$ cat src/rtl/rxaf_pkg.sv
package rxaf_pkg;

    localparam int          ADDR_BYTES     = 6;
    localparam logic [31:0] CRC_POLY_REFL  = 32'hEDB88320;
    localparam logic [15:0] STATUS_BASE    = 16'hA000;
    localparam int          ST_GROUP_BIT   = 1;
    localparam int          ST_PROMISC_BIT = 2;
    localparam int          ST_SHORT_BIT   = 7;

    // One byte of reflected CRC-32, least significant bit first
    function automatic logic [31:0] crc_step(input logic [31:0] crc_in, input logic [7:0] b);
        logic [31:0] c;
        c = crc_in ^ {24'd0, b};
        for (int i = 0; i < 8; i++) begin
            c = c[0] ? ((c >> 1) ^ CRC_POLY_REFL) : (c >> 1);
        end
        return c;
    endfunction

endpackage

$ cat src/rtl/rxaf_crc_hash.sv
module rxaf_crc_hash
    import rxaf_pkg::*;
#(
    parameter int HASH_BITS = 64
) (
    input  logic                         clk,
    input  logic                         rst_n,
    input  logic                         restart,
    input  logic                         take,
    input  logic [7:0]                   data,
    output logic [$clog2(HASH_BITS)-1:0] idx_next
);
    localparam int IDX_W = $clog2(HASH_BITS);

    typedef struct packed {
        logic [31:0] crc;
    } crc_st_t;

    crc_st_t st_d, st_q;

    always_comb begin
        st_d = st_q;
        if (take) begin
            st_d.crc = crc_step(restart ? 32'hFFFF_FFFF : st_q.crc, data);
        end
        idx_next = st_d.crc[IDX_W-1:0];
    end

    always_ff @(posedge clk or negedge rst_n) begin
        if (!rst_n) st_q <= '{crc: 32'hFFFF_FFFF};
        else        st_q <= st_d;
    end
endmodule

$ cat src/rtl/rxaf_sat_cnt.sv
module rxaf_sat_cnt #(
    parameter int W = 32
) (
    input  logic         clk,
    input  logic         rst_n,
    input  logic         clr,
    input  logic         inc,
    output logic [W-1:0] count
);
    localparam logic [W-1:0] TOP = '1;

    logic [W-1:0] cnt_d, cnt_q;

    always_comb begin
        cnt_d = cnt_q;
        if (clr)                      cnt_d = '0;
        else if (inc && cnt_q != TOP) cnt_d = cnt_q + 1'b1;
    end

    always_ff @(posedge clk or negedge rst_n) begin
        if (!rst_n) cnt_q <= '0;
        else        cnt_q <= cnt_d;
    end

    assign count = cnt_q;
endmodule

$ cat src/rtl/rxaf_classify.sv
module rxaf_classify
    import rxaf_pkg::*;
#(
    parameter int LEN_W     = 16,
    parameter int MIN_FRAME = 64,
    parameter int MAX_FRAME = 1514,
    parameter int HASH_BITS = 64
) (
    input  logic [47:0]                  dst,
    input  logic [LEN_W-1:0]             frame_len,
    input  logic [47:0]                  station_addr,
    input  logic [HASH_BITS-1:0]         hash_table,
    input  logic [$clog2(HASH_BITS)-1:0] hash_idx,
    input  logic                         cfg_xmit_off,
    input  logic                         cfg_count_short,
    input  logic                         cfg_long_ok,
    input  logic                         cfg_promisc,
    input  logic                         ru_ready,
    output logic                         accept,
    output logic [15:0]                  status,
    output logic                         short_hit,
    output logic                         res_hit
);
    localparam logic [LEN_W-1:0] SHORT_LIM = LEN_W'(MIN_FRAME);
    localparam logic [LEN_W-1:0] LONG_LIM  = LEN_W'(MAX_FRAME + 4);

    logic        is_short, is_long, is_station, is_bcast, is_group, hash_hit, passed;
    logic [15:0] class_bits;

    always_comb begin
        is_short   = frame_len < SHORT_LIM;
        is_long    = frame_len > LONG_LIM;
        is_station = (dst == station_addr);
        is_bcast   = &dst;
        is_group   = dst[40];
        hash_hit   = hash_table[hash_idx];
        passed     = 1'b0;
        class_bits = '0;
        short_hit  = 1'b0;

        // fixed priority: override, length, address class
        if (!cfg_xmit_off) begin
            short_hit = is_short && cfg_count_short;
            if (!is_long || cfg_long_ok) begin
                if (is_station) begin
                    passed = 1'b1;
                end else if (is_bcast) begin
                    passed                   = 1'b1;
                    class_bits[ST_GROUP_BIT] = 1'b1;
                end else if (is_group) begin
                    passed                   = hash_hit;
                    class_bits[ST_GROUP_BIT] = 1'b1;
                end else if (cfg_promisc) begin
                    passed                     = 1'b1;
                    class_bits[ST_PROMISC_BIT] = 1'b1;
                end
            end
        end
        if (is_short) class_bits[ST_SHORT_BIT] = 1'b1;

        res_hit = passed && !ru_ready;
        accept  = passed && ru_ready;
        status  = accept ? (STATUS_BASE | class_bits) : 16'h0000;
    end
endmodule

$ cat src/rtl/eth_rx_addr_filter.sv
module eth_rx_addr_filter
    import rxaf_pkg::*;
#(
    parameter int LEN_W     = 16,
    parameter int MIN_FRAME = 64,
    parameter int MAX_FRAME = 1514,
    parameter int CNT_W     = 32,
    parameter int HASH_BITS = 64
) (
    input  logic                 clk,
    input  logic                 rst_n,
    input  logic                 in_valid,
    input  logic                 in_sof,
    input  logic                 in_eof,
    input  logic [7:0]           in_data,
    input  logic [47:0]          station_addr,
    input  logic [HASH_BITS-1:0] hash_table,
    input  logic                 cfg_xmit_disable,
    input  logic                 cfg_discard_short,
    input  logic                 cfg_long_ok,
    input  logic                 cfg_promisc,
    input  logic                 ru_ready,
    input  logic                 cnt_clear,
    output logic                 res_valid,
    output logic                 res_accept,
    output logic [15:0]          res_status,
    output logic [LEN_W-1:0]     res_length,
    output logic [CNT_W-1:0]     short_err_count,
    output logic [CNT_W-1:0]     resource_err_count
);
    localparam int               HASH_IDX_W = $clog2(HASH_BITS);
    localparam logic [LEN_W-1:0] LEN_TOP    = '1;

    typedef struct packed {
        logic             active;
        logic [LEN_W-1:0] len;
        logic [47:0]      dst;
    } frm_t;

    typedef struct packed {
        logic             valid;
        logic             accept;
        logic [15:0]      status;
        logic [LEN_W-1:0] len;
    } res_t;

    frm_t frm_d, frm_q;
    res_t res_d, res_q;

    logic                  byte_take, addr_take, frame_done;
    logic [LEN_W-1:0]      pos;
    logic [HASH_IDX_W-1:0] hash_idx;
    logic                  cls_accept, cls_short, cls_res;
    logic [15:0]           cls_status;

    // frame tracking: length, destination capture, end detection
    always_comb begin
        frm_d     = frm_q;
        byte_take = in_valid && (in_sof || frm_q.active);
        pos       = in_sof ? '0 : frm_q.len;
        addr_take = byte_take && (pos < LEN_W'(ADDR_BYTES));
        if (byte_take) begin
            frm_d.active = !in_eof;
            if (in_sof)                   frm_d.len = LEN_W'(1);
            else if (frm_q.len != LEN_TOP) frm_d.len = frm_q.len + 1'b1;
            for (int k = 0; k < ADDR_BYTES; k++) begin
                if (addr_take && pos == LEN_W'(k)) begin
                    frm_d.dst[8*(ADDR_BYTES-1-k) +: 8] = in_data;
                end
            end
        end
        frame_done = byte_take && in_eof && (frm_d.len >= LEN_W'(ADDR_BYTES));
    end

    rxaf_crc_hash #(.HASH_BITS(HASH_BITS)) i_hash (
        .clk      (clk),
        .rst_n    (rst_n),
        .restart  (in_sof),
        .take     (addr_take),
        .data     (in_data),
        .idx_next (hash_idx)
    );

    rxaf_classify #(
        .LEN_W     (LEN_W),
        .MIN_FRAME (MIN_FRAME),
        .MAX_FRAME (MAX_FRAME),
        .HASH_BITS (HASH_BITS)
    ) i_classify (
        .dst             (frm_d.dst),
        .frame_len       (frm_d.len),
        .station_addr    (station_addr),
        .hash_table      (hash_table),
        .hash_idx        (hash_idx),
        .cfg_xmit_off    (cfg_xmit_disable),
        .cfg_count_short (cfg_discard_short),
        .cfg_long_ok     (cfg_long_ok),
        .cfg_promisc     (cfg_promisc),
        .ru_ready        (ru_ready),
        .accept          (cls_accept),
        .status          (cls_status),
        .short_hit       (cls_short),
        .res_hit         (cls_res)
    );

    // result staging
    always_comb begin
        res_d       = res_q;
        res_d.valid = 1'b0;
        if (frame_done) begin
            res_d.valid  = 1'b1;
            res_d.accept = cls_accept;
            res_d.status = cls_status;
            res_d.len    = frm_d.len;
        end
    end

    always_ff @(posedge clk or negedge rst_n) begin
        if (!rst_n) begin
            frm_q <= '0;
            res_q <= '0;
        end else begin
            frm_q <= frm_d;
            res_q <= res_d;
        end
    end

    rxaf_sat_cnt #(.W(CNT_W)) i_short_cnt (
        .clk   (clk),
        .rst_n (rst_n),
        .clr   (cnt_clear),
        .inc   (frame_done && cls_short),
        .count (short_err_count)
    );

    rxaf_sat_cnt #(.W(CNT_W)) i_res_cnt (
        .clk   (clk),
        .rst_n (rst_n),
        .clr   (cnt_clear),
        .inc   (frame_done && cls_res),
        .count (resource_err_count)
    );

    assign res_valid  = res_q.valid;
    assign res_accept = res_q.accept;
    assign res_status = res_q.status;
    assign res_length = res_q.len;
endmodule

$ cat config.mk
export PLATFORM = sky130hd
export DESIGN_NAME = eth_rx_addr_filter
export DESIGN_NICKNAME = d
export VERILOG_FILES = /design/src/rtl/rxaf_pkg.sv /design/src/rtl/rxaf_crc_hash.sv /design/src/rtl/rxaf_sat_cnt.sv /design/src/rtl/rxaf_classify.sv /design/src/rtl/eth_rx_addr_filter.sv
export SDC_FILE = /design/constraint.sdc
export NUM_CORES = 1
export LEC_CHECK = 0
export BUFFER_PORTS_ARGS = -buffer_cell sky130_fd_sc_hd__buf_2
export CORE_MARGIN = 5
export CORE_UTILIZATION = 48
export CTS_BUF_LIST = sky130_fd_sc_hd__clkbuf_2 sky130_fd_sc_hd__clkbuf_4 sky130_fd_sc_hd__clkbuf_8
export DETAILED_ROUTE_END_ITERATION = 16
export HOLD_SLACK_MARGIN = 0.08
export PLACE_DENSITY = 0.71
export SLEW_MARGIN = 25
export SYNTH_ARGS = -nofsm -noshare
export SYNTH_HDL_FRONTEND = slang
export SYNTH_SLANG_ARGS = --single-unit
$ cat constraint.sdc
create_clock -name clk -period 6.2 [get_ports clk]
set_input_delay 0.31 -clock clk [delete_from_list [all_inputs] [get_ports clk]]
set_output_delay 0.31 -clock clk [all_outputs]
set_load 0.005 [all_outputs]
Word-level counts from Yosys, hierarchy flattened

Index checks and enable logic that the tools add are counted.

Register bits after elaboration: 195
Latch bits: 0
Memory bits (writable): 0
Memory bits (read-only): 0
Input bits: 131
Output and inout port bits: 98
Memories kept: 0

Add/sub/neg operators: 3
Multiply operators: 0
Divide/modulo/power cells: 0
Magnitude comparators: 5
Equality and inequality tests: 9
Shifts and indexed selects: 0
Mux-type cells: 43
Bitwise logic cells: 9
Reductions and logical operators: 26

Operators by type and width:

| kind                    | number |
|---|---|
| $mux W32                | 13 |
| $not A13 Y14            | 8 |
| $add A32 B1 Y32 const B | 2 |
| $mux W16                | 4 |
| $mux W64                | 1 |
| $ne A32 B32 Y1 const B  | 2 |
| $eq A48 B48 Y1          | 1 |
| $mux W8                 | 6 |
| $reduce_and A48 Y1      | 1 |
| $mux W34                | 1 |
| $eq A16 B2 Y1 const B   | 2 |
| $eq A16 B3 Y1 const B   | 2 |
| $xor A32 B8 Y32         | 1 |
| $logic_and A1 B1 Y1     | 17 |
| $add A16 B1 Y16 const B | 1 |
| $eq A16 B1 Y1 const B   | 1 |
| $ge A16 B3 Y1 const B   | 1 |
| $gt A16 B11 Y1 const B  | 1 |
| $logic_not A16 Y1       | 1 |
| $lt A16 B3 Y1 const B   | 1 |
| $lt A16 B7 Y1 const B   | 1 |
| $ne A16 B16 Y1 const B  | 1 |
| $mux W1                 | 13 |
| $lt A6 B7 Y1 const B    | 1 |
| 6 further kinds         | 12 |

Depth between registers and ports, before layout

Depth in word-level cells: 31
Depth in mapped cells: 19
Depth with buffers taken out: 12

Hierarchy

Synthesis repeated with hierarchy kept, for this count alone.

Cells, all modules: 1093
Area total of the unflattened synthesis: 11818.8 µm²

Modules (own cells, without submodules):

| module             | instances | cells an instance | area each (µm²) | seq. area each (µm²) |
|---|---|---|---|---|
| eth_rx_addr_filter | 1         | 325               | 4367.9          | 2477.4 |
| rxaf_sat_cnt       | 2         | 198               | 1854.3          | 800.8 |
| rxaf_crc_hash      | 1         | 218               | 2288.4          | 840.8 |
| rxaf_classify      | 1         | 154               | 1453.9          | 0.0 |

Worst setup path before layout

Ideal clock, no wire load.

Kind: reg-to-reg
From: register frm_q[54] (netlist bit)
To: register i_res_cnt.cnt_q[25], in the netlist i_res_cnt.count[25]
Setup time: 0.128 ns
Arrival: 3.872 ns
Slack: 2.200 ns
Cell stages (with the launch flop): 14
Path buffers: 3
Period minus slack after synthesis: 4.000 ns
Cell sequence: dfrtp_1 buf_6 nor4_1 o21ai_1 nor4_1 clkbuf_1 mux2_2 a2111oi_0 nand4_1 nor4_4 a211oi_4 buf_6 nor4_2 mux2_1

RTL lines:

| item                   | RTL line                  | source |
|---|---|---|
| start, declared        | eth_rx_addr_filter.sv:47  | `frm_t frm_d, frm_q;` |
| start signal, assigned | eth_rx_addr_filter.sv:123 | `frm_q <= frm_d;` |
| end signal, assigned   | rxaf_sat_cnt.sv:22        | `else cnt_q <= cnt_d;` |
| end, declared          | rxaf_sat_cnt.sv:12        | `logic [W-1:0] cnt_d, cnt_q;` |

Worst setup path in the final report

From: register frm_q[48] (netlist bit)
To: register i_res_cnt.cnt_q[2], in the netlist i_res_cnt.count[2]

Longest elaborated chain between the ends: 15
Elaborated cells on any way between the ends: 45
Those cells by class: add/sub (1); order compare (3); eq/ne (7); mux (18); reduce/logical (16)

RTL lines:

| item                                                             | RTL line                                      | source |
|---|---|---|
| $mux W16                                                         | eth_rx_addr_filter.sv:60                      | `pos = in_sof ? '0 : frm_q.len;` |
| $lt A16 B3 Y1                                                    | eth_rx_addr_filter.sv:61                      | `addr_take = byte_take && (pos < LEN_W'(ADDR_BYTES));` |
| $logic_and A1 B1 Y1                                              | eth_rx_addr_filter.sv:61                      |  |
| $mux W6 / $logic_and A1 B1 Y1 (equally long branches)            | rxaf_crc_hash.sv:23, eth_rx_addr_filter.sv:67 |  |
| $bmux W1 S6 / $mux W8 (equally long branches)                    | rxaf_classify.sv:36, eth_rx_addr_filter.sv:67 |  |
| $mux W1 (implied by the code) / $mux W64 (equally long branches) | rxaf_classify.sv:36, eth_rx_addr_filter.sv:62 |  |
| $mux W1 / $reduce_and A48 Y1 (equally long branches)             | rxaf_classify.sv:50, rxaf_classify.sv:34      |  |
| $mux W1                                                          | rxaf_classify.sv:47                           | `end else if (is_bcast) begin` |
| $mux W1                                                          | rxaf_classify.sv:45                           | `if (is_station) begin` |
| $mux W1                                                          | rxaf_classify.sv:44                           | `if (!is_long \|\| cfg_long_ok) begin` |
| $mux W1                                                          | rxaf_classify.sv:42                           | `if (!cfg_xmit_off) begin` |
| $logic_and A1 B1 Y1                                              | rxaf_classify.sv:61                           | `res_hit = passed && !ru_ready;` |
| $logic_and A1 B1 Y1 *                                            | eth_rx_addr_filter.sv:140                     | `.inc (frame_done && cls_res),` |
| $logic_and A1 B1 Y1 *                                            | rxaf_sat_cnt.sv:17                            | `else if (inc && cnt_q != TOP) cnt_d = cnt_q + 1'b1;` |
| $reduce_bool A2 Y1 (no line) *                                   | --                                            |  |

Every way passes the cells marked *; elsewhere a longest branch is shown, timed or not. The select of a mux whose other input is x is not followed.
A chain may end at the register's enable or synchronous reset.

==> results.yml <==
outcome:
  outcome: "finished, final reports clean"
logic_synthesis:
  ys_async_sr_fraction_pct: 100.0
  synth_ff_type: "dfrtp_1"
  ys_types: 84
  synth_top_area_cell: "dfrtp_1"
  yosysSeqAreaShare_pct: 39.13
  avgSynthCellArea_um2: 9.312
  yosysWarnings: 0
  synth_top_cell_area_share_pct: 31.97
  synth-seq-cells: 182
  synth_cells: 1261
  synthTopCellsByArea: "dfrtp_1 (32%), xnor2_1 (7.3%), dfstp_2 (7.2%)"
  synth_edf_count: 0
  synth_area_um2: 11740
cts:
  h-tree-depth: 4
  cts_tree: "done"
  cts_buffer_depth: 2
  worstSkewPairLatency_ns: 0.48
  cts-root-buf: "clkbuf_8"
  postCtsSetupRepairBufs: 0
  cts_hold_buf: 1
  numCtsBuffers: 17
  cts_resized: 0
  path_clk_slew_ns: 0.11
  clock-sinks: 182
drt:
  wl_um: 32010
  vias_per_cell: 5.687
  drt-wirelength-per-cell_um: 18.12
  drt_iter0_markers: 745
  firstDrtPassIters: 5
  ant_nets: 0
  vias: 10050
  drc: 0
layout:
  final_common_cell: "buf_2"
  layout.nets: 1562
  n_fill_cell: 2218
  layout_common_cells: "buf_2 (216), dfrtp_1 (150), nand2_1 (109)"
  syn_to_final_growth_pct: 13.39
  drive_above_1_share_pct: 27.34
  fin_area_um2: 13320
placement:
  placed_area_um2: 12910
  gp_congestion: 0.9195
  hpwlAfterDp_um: 23260
  port_buffers: 217
timing:
  fin_crit_ns: 5.417
  setup_tns_ns: 0
  rsz0062_at_grt: "false"
  worstMarginPinSlew_ns: 1.006
  slew_violations: 0
  period_share_pct: 87.37
  hold_viol: 0
  fmax_ghz: 0.1846
  relSlewSlack_pct: 32.37
  fin_worst_skew_ns: 0.01801
  finalSetupViolCount: 0
pwr:
  p_leak_nw: 5.844
  max-vdd-ir-drop_mv: 0.1711
  power_density_nw_per_um2: 340.7
global_routing:
  antenna_found_initial: 8
  first_global_vias: 10100
  grt_pass1_wl_um: 52560
  grt_use_total_pct: 22.90
  gr-total-overflow: 0
  grt_max_degree: 94
floorplan:
  rows: 57
  dieArea_um2: 27690
  ioPinCount: 229
  die_w_um: 166.4
  start_util_pct: 48.57
  die_h_um: 166.4
  coreArea_um2: 24180
worst_setup_path:
  worstPathMaxFanout: 18
  critical_path_class: "register to register"
  cpMaxStageDelayCell: "nor4_2"
  crit_buf_inv: 0
  cpPeakStageDelay_ns: 0.89
  crit_chain: "ha_1 > nand2_1 > nor4_2 > a2111oi_0 > xnor2_1 > or2_2 > and3_1 > a2111oi_0 > nand2_1 > and3b_1 > o21ai_1 > mux2_2"
  end_kind: "register"
  cp-start-kind: "register"
  critical_path_required_ns: 6.57
  cp.arrival_ns: 5.79
  path_delay_family: "simple AND/OR/NAND/NOR gates"
hold_path:
  hold_class: "primary input to register"
run:
  max-cap-violations: 0
==> worst paths after layout <==
| check | start | endpoint | cells after the start | slack [ns] |
|---|---|---|---|---|
| worst max-delay path | frm_q[48]$_DFF_PN0_ | i_res_cnt.count[2]$_DFFE_PN0P_ | 12 | 0.78 |
| worst min-delay path | in_eof | res_length[4]$_DFFE_PN0P_ | 2 | 0.13 |
| worst max register to register | frm_q[48]$_DFF_PN0_ | i_res_cnt.count[2]$_DFFE_PN0P_ | 12 | 0.78 |
| worst min register to register | i_hash.st_q[30]$_DFFE_PN1N_ | i_hash.st_q[30]$_DFFE_PN1N_ | 2 | 0.47 |
| max in group asynchronous | rst_n | frm_q[57]$_DFF_PN0_ | 3 | 4.52 |
| min in group asynchronous | rst_n | frm_q[20]$_DFF_PN0_ | 2 | 0.50 |
==> layer usage <==
| metal | GRT usage (%) | wire (µm) | up-vias |
|---|---|---|---|
| met5 | 0 | 83 | - |
| li1 | - | - | 4800 |
| met2 | 37.54 | 14980 | 343 |
| met3 | 6.850 | 2486 | 64 |
| met1 | 29.47 | 13750 | 4830 |
| met4 | 6.866 | 709 | 12 |
==> cell families after synthesis <==
logic type      synth area share (%)
compound gates                 14.18
xor+xnor                       12.46
fa+ha+maj                     0.3197
buf+inv                        5.807
flops                          39.13
mux                            8.577
other cells                  0.03194
simple gates                   19.50
==> synth_stat cells (4+ instances only) <==
cell type / instances
dfrtp_1: 150
nand2_1: 109
xnor2_1: 98
nor2_1: 96
mux2_2: 68
o21ai_0: 61
xor2_1: 61
a21oi_1: 53
inv_1: 50
nand3_1: 48
clkbuf_1: 47
nand4_1: 35
dfstp_2: 32
buf_2: 20
buf_4: 20
o2111ai_1: 19
nor3_1: 18
mux2i_1: 17
o31ai_1: 17
and3_1: 16
nor4_1: 16
and2_1: 15
nor2b_1: 15
or3_1: 15
and4_1: 11
a2111oi_0: 8
a31oi_1: 7
a32oi_1: 7
o41ai_1: 7
a22oi_1: 6
or4_1: 6
a211oi_1: 5
a21o_1: 5
a311oi_1: 5
o211ai_1: 5
buf_6: 4
nand2b_1: 4
nor4_4: 4
o21a_1: 4
o21ai_1: 4
==> sequential cells by signal (all words and copies together) (netlist names) <==
name / count
i_hash.st_q: 32
frm_q: 65
res_valid: 1
res_status: 4
i_res_cnt.count: 32
i_short_cnt.count: 32
res_length: 16
==> where the power goes <==
group	switching (mW)	leakage (nW)	internal (mW)
sequential	0.216	2.36	1.51
combinational	1.10	3.27	0.863
clock	0.466	0.206	0.374
==> cell type report <==
| cell class | count | area, µm² | share of cell area (%) |
|---|---|---|---|
| multi-input combinational | 942 | 6510 | 48.89 |
| sequential | 182 | 4594 | 34.50 |
| timing repair buffer | 232 | 1207 | 9.068 |
| tap | 324 | 405.4 | 3.045 |
| clock buffer | 18 | 247.7 | 1.861 |
| inverter | 53 | 198.9 | 1.494 |
| clock inverter | 14 | 146.4 | 1.099 |
| antenna | 2 | 5.005 | 0.03759 |
==> stage by stage <==
stage	hold WS, ns	utilization, %	total power [mW]	std cells	worst slack, ns
final	0.1250	55.07	4.536	1767	0.7832
after global routing	0.1212	55.07	4.855	1767	0.2968
after CTS	0.1103	55.05	4.561	1765	0.8048
after detailed placement	0.4623	53.38	3.709	1732	0.8119
after global placement	0.4505	53.38	3.666	1732	1.023
after floorplan	0.01441	-	3.247	1271	2.200
No activity file was read; power rests on OpenSTA's default activity.
